==> config.mk <==
export PLATFORM = sky130hd
export DESIGN_NAME = extirq_detector
export DESIGN_NICKNAME = d
export VERILOG_FILES = /design/src/rtl/extirq_pkg.sv /design/src/rtl/extirq_sync.sv /design/src/rtl/extirq_cond.sv /design/src/rtl/extirq_regs.sv /design/src/rtl/extirq_prio.sv /design/src/rtl/extirq_detector.sv
export SDC_FILE = /design/constraint.sdc
export NUM_CORES = 1
export LEC_CHECK = 0
export BUFFER_PORTS_ARGS = -buffer_cell sky130_fd_sc_hd__clkbuf_2
export CORE_MARGIN = 2
export CORE_UTILIZATION = 35
export CTS_CLUSTER_DIAMETER = 80
export DETAILED_ROUTE_END_ITERATION = 8
export PLACE_DENSITY = 0.64
export SYNTH_ARGS = -nofsm -noshare
export SYNTH_HDL_FRONTEND = slang
export SYNTH_SLANG_ARGS = --single-unit
==> constraint.sdc <==
create_clock -name clk -period 4.94 [get_ports clk]
set_input_delay 0 -clock clk [delete_from_list [all_inputs] [get_ports clk]]
set_output_delay 0 -clock clk [all_outputs]
set_load 0.005 [all_outputs]
==> src/rtl/extirq_pkg.sv <==
package extirq_pkg;

  typedef enum logic [1:0] {
    SENSE_LOW  = 2'b00,
    SENSE_FALL = 2'b01,
    SENSE_RISE = 2'b10,
    SENSE_BOTH = 2'b11
  } sense_e;

  localparam int ADDR_W = 3;

  localparam logic [ADDR_W-1:0] A_SENSE_LO = 3'd0;
  localparam logic [ADDR_W-1:0] A_SENSE_HI = 3'd1;
  localparam logic [ADDR_W-1:0] A_ENABLE   = 3'd2;
  localparam logic [ADDR_W-1:0] A_STATUS   = 3'd3;
  localparam logic [ADDR_W-1:0] A_ALTSEL   = 3'd4;
  localparam logic [ADDR_W-1:0] A_NMICTL   = 3'd5;

endpackage

==> src/rtl/extirq_sync.sv <==
module extirq_sync #(
  parameter int   WIDTH   = 1,
  parameter int   STAGES  = 2,
  parameter logic RST_VAL = 1'b1
) (
  input  logic             clk,
  input  logic             rst_n,
  input  logic [WIDTH-1:0] din,
  output logic [WIDTH-1:0] sync_o,
  output logic [WIDTH-1:0] prev_o
);

  localparam logic [WIDTH-1:0] IDLE = {WIDTH{RST_VAL}};

  logic [WIDTH-1:0] stage_q [STAGES];
  logic [WIDTH-1:0] stage_d [STAGES];
  logic [WIDTH-1:0] prev_q;
  logic [WIDTH-1:0] prev_d;

  always_comb begin
    stage_d[0] = din;
    for (int s = 1; s < STAGES; s++) begin
      stage_d[s] = stage_q[s-1];
    end
    prev_d = stage_q[STAGES-1];
  end

  for (genvar s = 0; s < STAGES; s++) begin : g_stage
    always_ff @(posedge clk or negedge rst_n) begin
      if (!rst_n) begin
        stage_q[s] <= IDLE;
      end else begin
        stage_q[s] <= stage_d[s];
      end
    end
  end

  always_ff @(posedge clk or negedge rst_n) begin
    if (!rst_n) begin
      prev_q <= IDLE;
    end else begin
      prev_q <= prev_d;
    end
  end

  assign sync_o = stage_q[STAGES-1];
  assign prev_o = prev_q;

endmodule

==> src/rtl/extirq_cond.sv <==
module extirq_cond
  import extirq_pkg::*;
#(
  parameter int NUM_LINES = 16
) (
  input  logic [2*NUM_LINES-1:0] sense_cfg,
  input  logic [NUM_LINES-1:0]   sync_i,
  input  logic [NUM_LINES-1:0]   prev_i,
  output logic [NUM_LINES-1:0]   hit_o
);

  for (genvar i = 0; i < NUM_LINES; i++) begin : g_line
    sense_e mode;
    assign mode = sense_e'(sense_cfg[2*i +: 2]);

    always_comb begin
      unique case (mode)
        SENSE_LOW:  hit_o[i] = ~sync_i[i];
        SENSE_FALL: hit_o[i] = prev_i[i] & ~sync_i[i];
        SENSE_RISE: hit_o[i] = ~prev_i[i] & sync_i[i];
        SENSE_BOTH: hit_o[i] = prev_i[i] ^ sync_i[i];
        default:    hit_o[i] = 1'b0;
      endcase
    end
  end

endmodule

==> src/rtl/extirq_regs.sv <==
module extirq_regs
  import extirq_pkg::*;
#(
  parameter int NUM_LINES = 16,
  parameter int ALT_BASE  = 6
) (
  input  logic                   clk,
  input  logic                   rst_n,
  input  logic                   bus_en,
  input  logic                   bus_we,
  input  logic [ADDR_W-1:0]      bus_addr,
  input  logic [NUM_LINES-1:0]   bus_wdata,
  output logic [NUM_LINES-1:0]   bus_rdata,
  input  logic [NUM_LINES-1:0]   hit,
  output logic [2*NUM_LINES-1:0] sense_cfg,
  output logic [NUM_LINES-1:0]   enable,
  output logic [NUM_LINES-1:0]   flags,
  output logic [NUM_LINES-1:0]   alt_sel,
  output logic                   nmi_rise
);

  localparam logic [NUM_LINES-1:0] ALT_MASK = {NUM_LINES{1'b1}} << ALT_BASE;

  logic [NUM_LINES-1:0] sense_lo_q, sense_hi_q, enable_q, flags_q, alt_q;
  logic [NUM_LINES-1:0] flags_d, alt_d;
  logic                 nmi_rise_q;
  logic                 wr;
  logic                 sense_lo_en, sense_hi_en, enable_en, alt_en, nmi_en;

  assign wr = bus_en & bus_we;

  // next-state decode
  always_comb begin
    sense_lo_en = wr && (bus_addr == A_SENSE_LO);
    sense_hi_en = wr && (bus_addr == A_SENSE_HI);
    enable_en   = wr && (bus_addr == A_ENABLE);
    alt_en      = wr && (bus_addr == A_ALTSEL);
    nmi_en      = wr && (bus_addr == A_NMICTL);
    alt_d       = bus_wdata & ALT_MASK;
    if (wr && (bus_addr == A_STATUS)) begin
      flags_d = (flags_q & bus_wdata) | hit;
    end else begin
      flags_d = flags_q | hit;
    end
  end

  always_ff @(posedge clk or negedge rst_n) begin
    if (!rst_n) begin
      sense_lo_q <= '0;
      sense_hi_q <= '0;
      enable_q   <= '0;
      flags_q    <= '0;
      alt_q      <= '0;
      nmi_rise_q <= 1'b0;
    end else begin
      if (sense_lo_en) sense_lo_q <= bus_wdata;
      if (sense_hi_en) sense_hi_q <= bus_wdata;
      if (enable_en)   enable_q   <= bus_wdata;
      if (alt_en)      alt_q      <= alt_d;
      if (nmi_en)      nmi_rise_q <= bus_wdata[0];
      flags_q <= flags_d;
    end
  end

  always_comb begin
    bus_rdata = '0;
    unique case (bus_addr)
      A_SENSE_LO: bus_rdata = sense_lo_q;
      A_SENSE_HI: bus_rdata = sense_hi_q;
      A_ENABLE:   bus_rdata = enable_q;
      A_STATUS:   bus_rdata = flags_q;
      A_ALTSEL:   bus_rdata = alt_q;
      A_NMICTL:   bus_rdata = {{(NUM_LINES-1){1'b0}}, nmi_rise_q};
      default:    bus_rdata = '0;
    endcase
  end

  assign sense_cfg = {sense_hi_q, sense_lo_q};
  assign enable    = enable_q;
  assign flags     = flags_q;
  assign alt_sel   = alt_q;
  assign nmi_rise  = nmi_rise_q;

endmodule

==> src/rtl/extirq_prio.sv <==
module extirq_prio #(
  parameter int NUM_LINES = 16,
  localparam int VEC_W = $clog2(NUM_LINES)
) (
  input  logic [NUM_LINES-1:0] req,
  output logic                 any,
  output logic [VEC_W-1:0]     idx
);

  // scan from the top so the lowest-numbered request is the last to land
  always_comb begin
    any = 1'b0;
    idx = '0;
    for (int i = NUM_LINES - 1; i >= 0; i--) begin
      if (req[i]) begin
        any = 1'b1;
        idx = VEC_W'(i);
      end
    end
  end

endmodule

==> src/rtl/extirq_detector.sv <==
module extirq_detector
  import extirq_pkg::*;
#(
  parameter int NUM_LINES   = 16,
  parameter int ALT_BASE    = 6,
  parameter int SYNC_STAGES = 2,
  localparam int VEC_W = $clog2(NUM_LINES),
  localparam int ALT_W = NUM_LINES - ALT_BASE
) (
  input  logic                 clk,
  input  logic                 rst_n,
  input  logic                 bus_en,
  input  logic                 bus_we,
  input  logic [ADDR_W-1:0]    bus_addr,
  input  logic [NUM_LINES-1:0] bus_wdata,
  output logic [NUM_LINES-1:0] bus_rdata,
  input  logic [NUM_LINES-1:0] pin_main,
  input  logic [ALT_W-1:0]     pin_alt,
  input  logic                 pin_nmi,
  output logic [NUM_LINES-1:0] irq_req,
  output logic                 irq_any,
  output logic [VEC_W-1:0]     irq_vec,
  output logic                 nmi_req,
  output logic                 wake
);

  // reset: asserted at once, released after two clocks
  logic [1:0] rst_pipe_q;
  logic       rst_sync_n;

  always_ff @(posedge clk or negedge rst_n) begin
    if (!rst_n) begin
      rst_pipe_q <= 2'b00;
    end else begin
      rst_pipe_q <= {rst_pipe_q[0], 1'b1};
    end
  end
  assign rst_sync_n = rst_pipe_q[1];

  logic [2*NUM_LINES-1:0] sense_cfg;
  logic [NUM_LINES-1:0]   line_en, line_flag, alt_sel;
  logic [NUM_LINES-1:0]   line_src, line_sync, line_prev, line_hit;
  logic                   nmi_rise;

  // pin source selection
  for (genvar i = 0; i < NUM_LINES; i++) begin : g_src
    if (i >= ALT_BASE) begin : g_alt
      assign line_src[i] = alt_sel[i] ? pin_alt[i-ALT_BASE] : pin_main[i];
    end else begin : g_main
      assign line_src[i] = pin_main[i];
    end
  end

  extirq_sync #(
    .WIDTH  (NUM_LINES),
    .STAGES (SYNC_STAGES),
    .RST_VAL(1'b1)
  ) u_line_sync (
    .clk   (clk),
    .rst_n (rst_sync_n),
    .din   (line_src),
    .sync_o(line_sync),
    .prev_o(line_prev)
  );

  extirq_cond #(.NUM_LINES(NUM_LINES)) u_cond (
    .sense_cfg(sense_cfg),
    .sync_i   (line_sync),
    .prev_i   (line_prev),
    .hit_o    (line_hit)
  );

  extirq_regs #(
    .NUM_LINES(NUM_LINES),
    .ALT_BASE (ALT_BASE)
  ) u_regs (
    .clk      (clk),
    .rst_n    (rst_sync_n),
    .bus_en   (bus_en),
    .bus_we   (bus_we),
    .bus_addr (bus_addr),
    .bus_wdata(bus_wdata),
    .bus_rdata(bus_rdata),
    .hit      (line_hit),
    .sense_cfg(sense_cfg),
    .enable   (line_en),
    .flags    (line_flag),
    .alt_sel  (alt_sel),
    .nmi_rise (nmi_rise)
  );

  assign irq_req = line_flag & line_en;

  extirq_prio #(.NUM_LINES(NUM_LINES)) u_prio (
    .req(irq_req),
    .any(irq_any),
    .idx(irq_vec)
  );

  // nonmaskable path
  logic nmi_sync, nmi_prev, nmi_hit, nmi_req_q;

  extirq_sync #(
    .WIDTH  (1),
    .STAGES (SYNC_STAGES),
    .RST_VAL(1'b1)
  ) u_nmi_sync (
    .clk   (clk),
    .rst_n (rst_sync_n),
    .din   (pin_nmi),
    .sync_o(nmi_sync),
    .prev_o(nmi_prev)
  );

  assign nmi_hit = nmi_rise ? (~nmi_prev & nmi_sync) : (nmi_prev & ~nmi_sync);

  always_ff @(posedge clk or negedge rst_sync_n) begin
    if (!rst_sync_n) begin
      nmi_req_q <= 1'b0;
    end else begin
      nmi_req_q <= nmi_hit;
    end
  end

  assign nmi_req = nmi_req_q;
  assign wake    = nmi_req_q | (|irq_req);

endmodule

==> out/metrics.cfg <==
[worst_setup_path]
cp.depth = 6
crit_family = simple AND/OR/NAND/NOR gates
critPathSlowestCell = dfrtp_1
crit_end = wake
critical_path_class = flop to primary output
cp.required_ns = 4.94
cp.arrival_ns = 2.12
r2r_slack_ns = 3.17
startpoint_type = flop
cp.buffers_inverters = 1
crit_start = u_regs.flags[14]
reg2reg_from = rst_pipe_q[1]
crit_chain = a22o_1, nand3b_1, nor3_1, nand2_1, or2_2, clkbuf_2
path_max_fanout = 4
ff2ff_path_depth = 1
end_kind = primary output
max_stage_delay_ns = 0.40
r2r_end = u_regs.sense_lo_q[1]

[power]
peakVddDrop_mv = 0.245
power_density_nw_per_um2 = 425
leakage_uw = 0.00353

[cts]
cts_resized = 0
postCtsSetupRepairBufs = 0
cts_hold_buffers = 45
cts_num_sinks = 129
root_buffer = clkbuf_16
clk_latency_ns = 0.42
cts.clk_slew.worst_paths_ns = 0.06
cts_max_level = 4
cts_made_buffers = 17
clock_path_buffers = 2
cts_tree = built

[job]
cap_violations = 0

[logic_synthesis]
synthCells = 476
synth_fp_nets = 558
yosys_register_bits = 129
synth_top_area_frac = 0.320
ys_seq_area_frac = 0.540
synth_cell_types = 39
synthTopCellsByArea = dfrtp_1, dfstp_2, mux2_2
yosysWarningCount = 0
netlist_area_sq_um = 6090
yosysTopAreaCell = dfrtp_1
syn_avg_cell_area_sq_um = 12.8

[drt]
wl_per_cell_um = 17.3
top_layer = met4
drc_errors = 0
drt_pre_antenna_iters = 4
dr_wl_met2_um = 7220
drtIter0Drc = 269
drt-met1-wl_um = 6460
ant_nets = 0
vias_per_cell = 4.99
via_count = 4278
dr_wl_met3_um = 952
routed_wl_um = 14800

[floorplan]
start_util = 0.355
core-area_sq_um = 17200
die_w_um = 136
die_area_sq_um = 18500
die_h_um = 136
row_count = 48
ios = 89

[grt]
overflow = 0
first_global_vias = 4380
grtUsageTotal = 0.172
grt_pass1_wl_um = 23600
grt_max_degree = 77
antenna_found_initial = 0

[placement]
dp.cells = 780
dpl_cell_area_sq_um = 6770
io_buffers = 88
place_congestion = 0.802
dp_hpwl_um = 10200

[finish]
finalNonFillerCells = 857
drive_gt1_frac = 0.402
insertedDiodeCount = 0
final_area_sq_um = 7790
syn_to_final_growth_pct = 27.9
nFillCells = 1598
post-route-util = 0.454
nets = 701

[sta]
finalSetupViolCount = 0
tightest_slew_ns = 1.05
slew_violations = 0
finalHoldViolations = 0
setup_tns_ns = 0
timing.fmax_mhz = 472
fin_worst_skew_ns = 0.00605
fin_crit_ns = 2.12
post-route-period-util = 0.429
slew-limit-headroom = 0.298
rsz0062_at_grt = no

[hold_path]
min_path_type = input port to flop

[outcome]
status = completed

## Yosys cell counts
cell,count
dfrtp_1,78
mux2_2,69
dfstp_2,51
inv_1,43
nand2_1,38
ha_1,32
o211ai_1,32
o21ai_0,22
mux2i_1,14
mux4_2,13
nor2_1,13
a22o_1,10
and2_1,10
a21oi_1,9
buf_4,4
nand2b_1,4
nor3_1,4
buf_2,3
o22a_1,3
o22ai_1,3
clkbuf_1,2
nand3b_1,2
a2111oi_0,1
a211oi_1,1
a311oi_1,1
a31oi_1,1
buf_1,1
buf_6,1
conb_1,1
inv_2,1
nand3_1,1
nand4_1,1
nor2_2,1
nor2b_1,1
nor3_4,1
nor4_4,1
o21bai_1,1
or2_2,1
or3_1,1
## power breakdown
group / internal, uW / total [uW] / switching, uW
clock network: 803 / 1250 / 442
registers: 1260 / 1440 / 176
logic: 344 / 628 / 283
total: 2410 / 3310 / 901
## cell families (layout without fill, tap and decap cells)
group | Yosys count | count (layout) | synth area share
DFF | 129 | 129 | 0.540
muxes | 96 | 96 | 0.199
AOI/OAI and AO/OA | 84 | 84 | 0.0930
and+or+nand+nor | 79 | 79 | 0.0637
buffers and inverters | 55 | 211 | 0.0382
adders and majority gates | 32 | 32 | 0.0657
other | 1 | 1 | 0.000615
## layer usage
metal | vias up | track usage
met5 | - | 0
met4 | 0 | 0.0532
met3 | 14 | 0.0552
met2 | 119 | 0.276
met1 | 2158 | 0.223
li1 | 1987 | -
## through the flow
stage	hold WS (ns)	total power [uW]	setup WS, ns
global placement	-0.208	2010	2.82
CTS	0.200	3340	2.80
finish	0.214	3310	2.82
global route	0.208	3490	2.72
floorplan	-0.296	1790	1.17
detailed placement	-0.206	2040	2.69
## cells in the final DEF, fill, tap and decap left out, types with 10 or more instances in the layout
cell,count
clkbuf_2,88
a22o_1,10
inv_1,43
nor2_1,13
o21ai_0,22
ha_1,32
mux4_2,13
clkbuf_16,17
dfstp_2,51
mux2i_1,14
dlygate4sd3_1,45
mux2_2,69
and2_1,10
o211ai_1,32
dfrtp_1,77
nand2_1,38
## layout make-up
cell class,count,area (sq um),area share
multi-input cells,292,2570,0.330
repair buffers,135,906,0.116
inverters,44,165,0.0212
flip-flops and latches,129,3300,0.423
well taps,225,282,0.0361
clock buffers,25,465,0.0597
clock inverters,7,110,0.0141
## worst min path at each step
stage	depth (start not counted)	start	slack, ns	end
global placement	1	rst_n	-0.21	rst_pipe_q[0]
CTS	2	pin_main[0]	0.20	u_line_sync.stage_d[0]
global route	2	pin_nmi	0.21	u_nmi_sync.stage_d[0]
finish	2	pin_main[2]	0.21	u_line_sync.stage_d[2]
detailed placement	1	rst_n	-0.21	rst_pipe_q[0]
floorplan	0	rst_n	-0.30	rst_pipe_q[0]
## state kept, by name (all words and copies together), names as in the netlist
register / flops
u_nmi_sync.stage_d: 1
u_nmi_sync.sync_o: 1
u_regs.alt_sel: 10
u_regs.sense_hi_q: 16
u_line_sync.prev_o: 16
u_line_sync.sync_o: 16
u_regs.sense_lo_q: 16
rst_pipe_q: 2
u_line_sync.stage_d: 16
nmi_req: 1
u_regs.flags: 16
u_regs.enable: 16
u_nmi_sync.prev_o: 1
u_regs.nmi_rise: 1
Note: power is estimated with default switching activity, not from simulation.
